File: config.mk
export PLATFORM = sky130hd
export DESIGN_NAME = spi_blk_master
export DESIGN_NICKNAME = d
export VERILOG_FILES = /design/src/rtl/spi_blk_pkg.sv /design/src/rtl/spi_blk_fifo.sv /design/src/rtl/spi_blk_div.sv /design/src/rtl/spi_blk_engine.sv /design/src/rtl/spi_blk_master.sv
export SDC_FILE = /design/constraint.sdc
export NUM_CORES = 1
export LEC_CHECK = 0
export BUFFER_PORTS_ARGS = -buffer_cell sky130_fd_sc_hd__buf_2
export CAP_MARGIN = 20
export CORE_MARGIN = 10
export CORE_UTILIZATION = 25
export CTS_CLUSTER_SIZE = 25
export DETAILED_ROUTE_END_ITERATION = 12
export PLACE_DENSITY = 0.44
export REMOVE_ABC_BUFFERS = 1
export SYNTH_ARGS = -nofsm -noshare
export SYNTH_HDL_FRONTEND = slang
export SYNTH_SLANG_ARGS = --single-unit
File: constraint.sdc
create_clock -name clk -period 4.5 [get_ports clk]
set_clock_uncertainty 0.1 [all_clocks]
set_input_delay 0.9 -clock clk [delete_from_list [all_inputs] [get_ports clk]]
set_output_delay 0.9 -clock clk [all_outputs]
set_load 0.05 [all_outputs]
File: src/rtl/spi_blk_pkg.sv
`timescale 1ns/1ps
package spi_blk_pkg;
    localparam logic [2:0] ADDR_CTRL = 3'd0;
    localparam logic [2:0] ADDR_CS   = 3'd1;
    localparam logic [2:0] ADDR_LEN  = 3'd2;
    localparam logic [2:0] ADDR_FIFO = 3'd3;
    localparam logic [2:0] ADDR_STAT = 3'd4;

    typedef enum logic [2:0] {
        ST_IDLE,
        ST_LOAD,
        ST_SHIFT,
        ST_NEXT,
        ST_PUSH
    } eng_state_e;
endpackage

File: src/rtl/spi_blk_fifo.sv
`timescale 1ns/1ps
module spi_blk_fifo #(
    parameter int W     = 32,
    parameter int DEPTH = 8
) (
    input  logic         clk,
    input  logic         rst_n,
    input  logic         push,
    input  logic [W-1:0] wdata,
    input  logic         pop,
    output logic [W-1:0] rdata,
    output logic         full,
    output logic         empty
);
    localparam int AW = $clog2(DEPTH);

    typedef struct packed {
        logic [AW-1:0] wp;
        logic [AW-1:0] rp;
        logic [AW:0]   cnt;
    } ptr_t;

    ptr_t p_d, p_q;
    logic [W-1:0] mem_q [DEPTH];
    logic do_push, do_pop;

    assign full    = (p_q.cnt == (AW+1)'(DEPTH));
    assign empty   = (p_q.cnt == '0);
    assign do_push = push && !full;
    assign do_pop  = pop && !empty;
    assign rdata   = mem_q[p_q.rp];

    always_comb begin
        p_d = p_q;
        if (do_push) p_d.wp = p_q.wp + 1'b1;
        if (do_pop)  p_d.rp = p_q.rp + 1'b1;
        case ({do_push, do_pop})
            2'b10:   p_d.cnt = p_q.cnt + 1'b1;
            2'b01:   p_d.cnt = p_q.cnt - 1'b1;
            default: p_d.cnt = p_q.cnt;
        endcase
    end

    always_ff @(posedge clk or negedge rst_n) begin
        if (!rst_n) p_q <= '0;
        else        p_q <= p_d;
    end

    always_ff @(posedge clk) begin
        if (do_push) mem_q[p_q.wp] <= wdata;
    end
endmodule

File: src/rtl/spi_blk_div.sv
`timescale 1ns/1ps
module spi_blk_div #(
    parameter int SEL_W = 3
) (
    input  logic             clk,
    input  logic             rst_n,
    input  logic             en,
    input  logic [SEL_W-1:0] sel,
    output logic             tick
);
    localparam int CW = (1 << SEL_W) - 1;

    logic [CW-1:0] cnt_d, cnt_q;
    logic [CW-1:0] limit;

    assign limit = (CW'(1) << sel) - 1'b1;
    assign tick  = en && (cnt_q == limit);

    always_comb begin
        if (!en || tick) cnt_d = '0;
        else             cnt_d = cnt_q + 1'b1;
    end

    always_ff @(posedge clk or negedge rst_n) begin
        if (!rst_n) cnt_q <= '0;
        else        cnt_q <= cnt_d;
    end
endmodule

File: src/rtl/spi_blk_engine.sv
`timescale 1ns/1ps
module spi_blk_engine
    import spi_blk_pkg::*;
#(
    parameter int WORD_W = 32,
    parameter int LEN_W  = 21,
    parameter int SEL_W  = 3
) (
    input  logic              clk,
    input  logic              rst_n,
    input  logic              start,
    input  logic [LEN_W-1:0]  len,
    input  logic              quad,
    input  logic              wr_dir,
    input  logic [SEL_W-1:0]  sel,
    input  logic [WORD_W-1:0] fifo_rdata,
    input  logic              fifo_empty,
    input  logic              fifo_full,
    output logic              fifo_pop,
    output logic              fifo_push,
    output logic [WORD_W-1:0] fifo_wdata,
    output logic              busy,
    output logic              done,
    output logic              sclk,
    output logic [3:0]        io_out,
    output logic [3:0]        io_oe,
    input  logic [3:0]        io_in
);
    localparam int BPW   = WORD_W / 8;
    localparam int BIX_W = $clog2(BPW);

    typedef struct packed {
        eng_state_e        st;
        logic [LEN_W-1:0]  left;
        logic [BIX_W-1:0]  bidx;
        logic [2:0]        step;
        logic [7:0]        sb;
        logic [WORD_W-1:0] word;
        logic              sclk;
        logic              quad;
        logic              wr;
        logic              done;
    } eng_t;

    eng_t e_d, e_q;
    logic tick, last_step;

    spi_blk_div #(.SEL_W(SEL_W)) u_div (
        .clk  (clk),
        .rst_n(rst_n),
        .en   (e_q.st == ST_SHIFT),
        .sel  (sel),
        .tick (tick)
    );

    assign last_step = e_q.quad ? (e_q.step == 3'd1) : (e_q.step == 3'd7);

    always_comb begin
        e_d       = e_q;
        e_d.done  = 1'b0;
        fifo_pop  = 1'b0;
        fifo_push = 1'b0;
        case (e_q.st)
            ST_IDLE: if (start) begin
                e_d.quad = quad;
                e_d.wr   = wr_dir;
                e_d.bidx = '0;
                e_d.word = '0;
                e_d.left = len;
                e_d.sclk = 1'b0;
                if (len == '0) e_d.done = 1'b1;
                else           e_d.st   = ST_LOAD;
            end
            ST_LOAD: begin
                e_d.step = '0;
                if (!e_q.wr) begin
                    e_d.sb = '0;
                    e_d.st = ST_SHIFT;
                end else if (e_q.bidx != '0) begin
                    e_d.sb = e_q.word[8*e_q.bidx +: 8];
                    e_d.st = ST_SHIFT;
                end else if (!fifo_empty) begin
                    fifo_pop = 1'b1;
                    e_d.word = fifo_rdata;
                    e_d.sb   = fifo_rdata[7:0];
                    e_d.st   = ST_SHIFT;
                end
            end
            ST_SHIFT: if (tick) begin
                if (!e_q.sclk) begin
                    e_d.sclk = 1'b1;
                    if (!e_q.wr)
                        e_d.sb = e_q.quad ? {e_q.sb[3:0], io_in} : {e_q.sb[6:0], io_in[1]};
                end else begin
                    e_d.sclk = 1'b0;
                    e_d.step = e_q.step + 1'b1;
                    if (e_q.wr)
                        e_d.sb = e_q.quad ? {e_q.sb[3:0], 4'h0} : {e_q.sb[6:0], 1'b0};
                    if (last_step) e_d.st = ST_NEXT;
                end
            end
            ST_NEXT: begin
                e_d.left = e_q.left - 1'b1;
                e_d.bidx = e_q.bidx + 1'b1;
                if (!e_q.wr) e_d.word[8*e_q.bidx +: 8] = e_q.sb;
                if (!e_q.wr && (e_q.bidx == BIX_W'(BPW-1) || e_q.left == LEN_W'(1))) begin
                    e_d.st = ST_PUSH;
                end else if (e_q.left == LEN_W'(1)) begin
                    e_d.st   = ST_IDLE;
                    e_d.done = 1'b1;
                end else begin
                    e_d.st = ST_LOAD;
                end
            end
            ST_PUSH: if (!fifo_full) begin
                fifo_push = 1'b1;
                e_d.word  = '0;
                if (e_q.left == '0) begin
                    e_d.st   = ST_IDLE;
                    e_d.done = 1'b1;
                end else begin
                    e_d.st = ST_LOAD;
                end
            end
            default: e_d.st = ST_IDLE;
        endcase
    end

    always_ff @(posedge clk or negedge rst_n) begin
        if (!rst_n) e_q <= '{st: ST_IDLE, default: '0};
        else        e_q <= e_d;
    end

    assign busy       = (e_q.st != ST_IDLE);
    assign done       = e_q.done;
    assign sclk       = e_q.sclk;
    assign fifo_wdata = e_q.word;

    always_comb begin
        io_out = 4'h0;
        io_oe  = 4'h0;
        if (busy) begin
            if (e_q.wr) begin
                io_out = e_q.quad ? e_q.sb[7:4] : {3'b000, e_q.sb[7]};
                io_oe  = e_q.quad ? 4'hF : 4'h1;
            end else begin
                io_oe  = e_q.quad ? 4'h0 : 4'h1;
            end
        end
    end
endmodule

File: src/rtl/spi_blk_master.sv
`timescale 1ns/1ps
module spi_blk_master
    import spi_blk_pkg::*;
#(
    parameter int FIFO_DEPTH = 8,
    parameter int NUM_CS     = 3,
    parameter int LEN_W      = 21,
    parameter int SEL_W      = 3,
    parameter int DEV_W      = 2
) (
    input  logic              clk,
    input  logic              rst_n,
    input  logic              reg_wr,
    input  logic              reg_rd,
    input  logic [2:0]        reg_addr,
    input  logic [31:0]       reg_wdata,
    output logic [31:0]       reg_rdata,
    output logic              xfer_done,
    output logic              sclk,
    output logic [NUM_CS-1:0] cs_n,
    output logic [3:0]        io_out,
    output logic [3:0]        io_oe,
    input  logic [3:0]        io_in
);
    localparam int WORD_W = 32;

    typedef struct packed {
        logic [SEL_W-1:0] sel;
        logic [DEV_W-1:0] dev;
        logic             quad;
        logic             wr;
        logic             cs;
        logic [DEV_W-1:0] cs_dev;
        logic [LEN_W-1:0] len;
    } regs_t;

    regs_t r_d, r_q;
    logic eng_busy, start;
    logic eng_pop, eng_push, sw_pop, sw_push;
    logic fifo_push, fifo_pop, fifo_full, fifo_empty;
    logic [WORD_W-1:0] eng_wdata, fifo_rdata, fifo_wdata;

    assign start   = reg_wr && (reg_addr == ADDR_CTRL) && reg_wdata[15] && !eng_busy;
    assign sw_push = reg_wr && (reg_addr == ADDR_FIFO);
    assign sw_pop  = reg_rd && (reg_addr == ADDR_FIFO);

    always_comb begin
        r_d = r_q;
        if (reg_wr && reg_addr == ADDR_CTRL && !eng_busy) begin
            r_d.sel  = reg_wdata[SEL_W-1:0];
            r_d.dev  = reg_wdata[6 +: DEV_W];
            r_d.quad = reg_wdata[12];
            r_d.wr   = reg_wdata[13];
        end
        if (start) begin
            r_d.cs     = 1'b1;
            r_d.cs_dev = reg_wdata[6 +: DEV_W];
        end
        if (reg_wr && reg_addr == ADDR_CS && !reg_wdata[0]) r_d.cs = 1'b0;
        if (reg_wr && reg_addr == ADDR_LEN) r_d.len = reg_wdata[LEN_W-1:0];
    end

    always_ff @(posedge clk or negedge rst_n) begin
        if (!rst_n) r_q <= '0;
        else        r_q <= r_d;
    end

    always_comb begin
        reg_rdata = '0;
        case (reg_addr)
            ADDR_CTRL: begin
                reg_rdata[SEL_W-1:0]  = r_q.sel;
                reg_rdata[6 +: DEV_W] = r_q.dev;
                reg_rdata[12]         = r_q.quad;
                reg_rdata[13]         = r_q.wr;
                reg_rdata[15]         = eng_busy;
            end
            ADDR_CS:   reg_rdata[0]         = r_q.cs;
            ADDR_LEN:  reg_rdata[LEN_W-1:0] = r_q.len;
            ADDR_FIFO: reg_rdata            = fifo_rdata;
            ADDR_STAT: reg_rdata[0]         = fifo_full;
            default:   reg_rdata            = '0;
        endcase
    end

    for (genvar i = 0; i < NUM_CS; i++) begin : g_cs
        assign cs_n[i] = !(r_q.cs && r_q.cs_dev == DEV_W'(i));
    end

    assign fifo_push  = eng_push | sw_push;
    assign fifo_pop   = eng_pop | sw_pop;
    assign fifo_wdata = eng_push ? eng_wdata : reg_wdata;

    spi_blk_fifo #(.W(WORD_W), .DEPTH(FIFO_DEPTH)) u_fifo (
        .clk  (clk),
        .rst_n(rst_n),
        .push (fifo_push),
        .wdata(fifo_wdata),
        .pop  (fifo_pop),
        .rdata(fifo_rdata),
        .full (fifo_full),
        .empty(fifo_empty)
    );

    spi_blk_engine #(.WORD_W(WORD_W), .LEN_W(LEN_W), .SEL_W(SEL_W)) u_eng (
        .clk       (clk),
        .rst_n     (rst_n),
        .start     (start),
        .len       (r_q.len),
        .quad      (reg_wdata[12]),
        .wr_dir    (reg_wdata[13]),
        .sel       (r_q.sel),
        .fifo_rdata(fifo_rdata),
        .fifo_empty(fifo_empty),
        .fifo_full (fifo_full),
        .fifo_pop  (eng_pop),
        .fifo_push (eng_push),
        .fifo_wdata(eng_wdata),
        .busy      (eng_busy),
        .done      (xfer_done),
        .sclk      (sclk),
        .io_out    (io_out),
        .io_oe     (io_oe),
        .io_in     (io_in)
    );
endmodule

# Yosys cells after proc, flatten, opt, wreduce, memory -nomap -nowiden
# Memory sizes are Yosys's and may differ from the RTL's.
# Index checks and enable logic that the tools add are counted.
[op_classes] n_addsub=10 eq_ne=31 shifts=4 muxes=72 bitwise=2 n_reduce_logical=48
[ops] operator="two-way mux 32 bit" count=5
[ops] operator="case mux 32 bit (4 select lines)" count=1
[ops] operator="two-way mux 8 bit" count=7
[ops] operator="case mux 23 bit (2 select lines)" count=1
[ops] operator="logical NOT 21 bit" count=2
[ops] operator="two-way mux 40 bit" count=1
[ops] operator="two-way mux 36 bit" count=1
[ops] operator="negation 5 -> 34 bit" count=1
[ops] operator="variable shift 8 x 34 -> 32 bit, first input constant" count=1
[ops] operator="variable part select 8 x 34 -> 32 bit" count=1
[ops] operator="two-way mux 3 bit" count=11
[ops] operator="bitwise mux 32 bit" count=1
[ops] operator="variable part select 32 x 6 -> 8 bit" count=1
[ops] operator="two-way mux 26 bit" count=1
[ops] operator="two-way mux 4 bit" count=6
[ops] operator="two-way mux 11 bit" count=2
[ops] operator="case mux 11 bit (2 select lines)" count=1
[ops] operator="equality test 21 x 1 -> 1 bit, second input constant" count=1
[ops] operator="subtractor 21 x 1 -> 21 bit, second input constant" count=1
[ops] operator="two-way mux 1 bit" count=20
[ops] operator="case mux 2 bit (3 select lines)" count=3
[ops] operator="logical AND 1 bit" count=16
[ops] operator="case mux 4 bit (2 select lines)" count=2
[ops] operator="case mux 3 bit (5 select lines)" count=1
[ops] operator="other kinds (38)" count=79
[totals] reg_bits=121 mem_bits_rw=256 input_bits=43 output_inout_bits=45 wordCells=189 n_memories=1
[memory_table] name="u_fifo.mem_q" depth=8 word_bits=32 rd=1 rd_ports_with_merged_regs=0 write_ports=1 line="spi_blk_fifo.sv:24" source="logic [W-1:0] mem_q [DEPTH];"

# Longest topological paths before layout
[depth] word_depth=9 depth_mapped=14 depth_no_buf=13

# Hierarchy
# From an unflattened synthesis, not the netlist that was laid out.
[hier_totals] hier_cells=1229 hier_area_um2=17837.1
[by_module_without_submodules] module="spi_blk_fifo" n_inst=1 cells_per_inst=437 area_per_inst_um2=10296.1 seq_area_each_um2=7937.6
[by_module_without_submodules] module="spi_blk_engine" n_inst=1 cells_per_inst=567 area_per_inst_um2=4991.0 seq_area_each_um2=1826.8
[by_module_without_submodules] module="spi_blk_master" n_inst=1 cells_per_inst=171 area_per_inst_um2=2042.0 seq_area_each_um2=775.7
[by_module_without_submodules] module="spi_blk_div" n_inst=1 cells_per_inst=54 area_per_inst_um2=508.0 seq_area_each_um2=175.2

# Worst setup path after synthesis
# OpenSTA, ideal clock, no wires.
[synth_timing] path_type="input port to flip-flop" start="input port reg_addr[0]" end="memory u_fifo.mem_q[0][0], enable pin" setup_time_ps=461 arrival_time_ps=4064 required_ps=3939 path_slack_ps=-125 stages=7 n_path_buf=1 path_cell_list="clkbuf_1 > nand2_1 > nor2_1 > a21oi_1 > nor2_1 > nand2b_1 > nor3_1"
[synth_via] elab_chain_cells=6
[synth_rtl] item="start, declared" line="spi_blk_master.sv:15" source="input logic [2:0] reg_addr,"
[synth_rtl] item="equality test 3 x 2 -> 1 bit" line="spi_blk_master.sv:44" source="assign sw_push = reg_wr && (reg_addr == ADDR_FIFO);"
[synth_rtl] item="logical AND 1 bit" line="spi_blk_master.sv:44"
[synth_rtl] item="OR 1 bit" line="spi_blk_master.sv:90" source="assign fifo_push = eng_push | sw_push;"
[synth_rtl] item="logical AND 1 bit" line="spi_blk_fifo.sv:29" source="assign do_push = push && !full;"
[synth_rtl] item="two-way mux 1 bit" line="spi_blk_fifo.sv:50" source="if (do_push) mem_q[p_q.wp] <= wdata;"
[synth_rtl] item="two-way mux 1 bit (not written as such)" line="spi_blk_fifo.sv:50"
[synth_rtl] item="end, declared" line="spi_blk_fifo.sv:24"
# Every way passes these cells.

# Final worst setup path
[layout_timing] start="register u_fifo.p_q[4] in the netlist's numbering" end="output port reg_rdata[7]"
[layout_via] elab_chain_cells=2
[layout_rtl] item="start, declared" line="spi_blk_fifo.sv:23" source="ptr_t p_d, p_q;"
[layout_rtl] item="start signal, assigned" line="spi_blk_fifo.sv:46" source="else p_q <= p_d;"
[layout_rtl] item="memory read (8 x 32 bit)"
[layout_rtl] item="case mux 2 bit (3 select lines)" line="spi_blk_master.sv:70" source="case (reg_addr)"
[layout_rtl] item="end, declared" line="spi_blk_master.sv:17" source="output logic [31:0] reg_rdata,"
# Every way passes these cells.

==> run metrics <==
number of enable flip-flop cells after synthesis=about 260; NumNets Final=1459; main combinational cell family by area after synthesis=multiplexers; post-CTS sizing=0; Main synth FF type=edfxtp_1; Post-DRT Antenna Nets=0; Critical Path AT=3330 ps; largest cells by area after synthesis=edfxtp_1, dfrtp_1, mux4_2; area of the die=just over 80000 sq um; share of the synthesized area in the top cell type=~44%; clk_lat worst skew=approximately 590 ps; DP Area=approximately 19000 sq um; number of global-route vias before repair=around 12000; Synth Area in Compound Gates=~7.4%; Layout Cells excl Fill=2362; initial core utilization=about 25%; f_max=0.231 GHz; DR WL/cell=about 24 um; Longest Clk Path Bufs=3; multiplexer share of the synthesized area=between 15 and 20%; average vias per placed instance=4.87; sequential share of power=about two fifths; boundary pin count=88; Final Hold Violating Endpoints=0; Synth Area in XOR/XNOR=0.807%; Worst Hold Class=input port to asynchronous set/reset pin; drt drc=0; Slew Viols, Final=0; clk root buf=clkbuf_16; Final Power=roughly 13000 uW; die width=around 280 um; Mapped Area=about 17000 sq um; Placed Cells=approximately 2300; CP startpoint kind=register; count of cell types in the netlist=70; Mapped Avg Cell Area=13.4 sq um; Hold Buf Count CTS=0; CP Class=register to output port; GRT Util Overall=13.6%; commonest non-fill, non-tap cells in the layout=edfxtp_1, nand2_1, dfrtp_1, buf_2, nor2_1; LEAKAGE=0.00747 uW; fin crit share=between 90% and 100%; WP data required=around 3500 ps; PD cells=616 nW/um^2; crit end category=output port; Area growth syn-to-layout=18.1%; Peak VDD IR=229 uV; Fin Setup TNS=0 ps; Pint=just under 8000 uW; Design Area, Final=around 21000 sq um; Reg2Reg Depth=13; most common cell after layout, fill and taps aside=edfxtp_1; Post-Synth Adder-Cell Area=roughly 1.3%; status=completed; slew margin rel.=30.2%; final hold slack=284 ps; sw frac=a little under two fifths; net load switching power=roughly 4700 uW; Combinational Power Share=32.9%; pin count of the biggest net entering global routing=80; Synth Register Bits=~380; DRT Pass-1 Iters=5; Synth Area in Simple Gates=10.8%; clock-pin slew on the worst setup and hold paths=60 ps; Ys Warns=0; CTS sink cnt=around 380; H-Tree Depth=2; Post-Route WL=~56000 um; worst slew pin tran=roughly 1000 ps; CTS tree=done; global-route wire length before repair=a little over 80000 um; crit path time final=around 4300 ps; Setup Viol. Count Final=0; async set-reset flop share out of synthesis=32.1%; share of layout cells above drive strength 1=between 20% and 30%; post-CTS setup buffers=0; RSZ-0062 raised after global routing=no; CP max FO=26; Starting DRT DRC Count=between 800 and 900; core area=between 60000 and 70000 sq um; CTS Buf Count=between 40 and 50; row cnt=between 90 and 100; antenna violations before repair=4; GP Congestion=~0.80; die height=approximately 280 um; Seq/Total Area, Yosys=between 60% and 70%; # port buffers=slightly below 90; Ant. Diodes=0; total number of vias=approximately 12000; Syn Inst Count=1300; HPWL Detailed=between 30000 and 40000 um; area leader, netlist=edfxtp_1; Overflow after GRT=0; maximum capacitance violations=0; clock power share=~28%
==> path summary, 6_finish.rpt <==
check	endpoint	slack, ps	from
hold / removal	u_eng.e_q[53]	280	rst_n
setup / recovery	reg_rdata[7]	170	u_fifo.p_q[4]
setup reg to reg	u_fifo.p_q[3]	1230	u_eng.e_q[47]
hold reg to reg	u_eng.e_q[61]	380	u_eng.e_q[61]
max in group asynchronous	r_q[18]	3140	rst_n
min in group clk	u_eng.e_q[61]	380	u_eng.e_q[61]
==> flip-flops by register name, indices dropped and copies added, names as in the netlist <==
name,cells
u_fifo.mem_q,256
u_eng.e_q,39
u_eng.fifo_wdata,32
r_q,31
u_fifo.p_q,10
u_eng.u_div.cnt_q,7
u_eng.done,1
u_eng.sclk,1
==> power groups by stage <==
stage	sequential [uW]	combinational (uW)	clock [uW]
6_report	5010	4160	3480
5_1_grt	5090	4470	3710
4_1_cts	5000	4170	3570
3_5_place_dp	5070	4150	0
3_3_place_gp	5060	4120	0
2_1_floorplan	4880	2720	0
==> synthesized netlist by cell type, types with 10 or more instances <==
library cell and instances:
nor2b_1 37, nand2_1 170, a22oi_1 13, nand3_1 14, dfrtp_1 121, nor3_1 24
buf_2 15, mux2_2 64, nor2_1 83, inv_1 23, ha_1 17, o22ai_1 35
buf_1 10, mux2i_1 54, o21ai_0 55, a21oi_1 52, clkbuf_1 50, mux4_2 64
edfxtp_1 256
==> area by class of cell <==
type | instances | area (sq um)
fill | 7030 | 48200
sequential | 377 | 10700
multi-input combinational | 822 | 6320
clock buffer | 59 | 1190
tap | 931 | 1160
timing repair buffer | 130 | 837
clock inverter | 20 | 203
inverter | 23 | 86.3
==> worst max-delay path: stages (launching register included) <==
cell and delay (ps):
dfrtp_4 810, mux4_2 570, o21ai_0 620, mux2i_1 230
a22oi_1 210, nor2_1 70, buf_2 220
==> logic make-up after synthesis <==
family	count (synthesis)
simple gates	399
compound gates	207
fa+ha+maj	18
flops	377
xor+xnor	16
mux	182
buf+inv	101
==> per-stage QoR <==
step | setup slack, ps | utilization [%]
2_1_floorplan | -833 | -
3_3_place_gp | 763 | 27.8
3_5_place_dp | 742 | 27.8
4_1_cts | 193 | 29.9
5_1_grt | 62.0 | 29.9
6_report | 166 | 29.9
==> routing by layer <==
metal | wire, um | global-route usage [%]
met4 | 1290 | 3.94
met5 | 31 | 0
met3 | 3540 | 2.76
met1 | 26200 | 19.2
met2 | 25400 | 20.9
(Power assumes the default switching activity.)
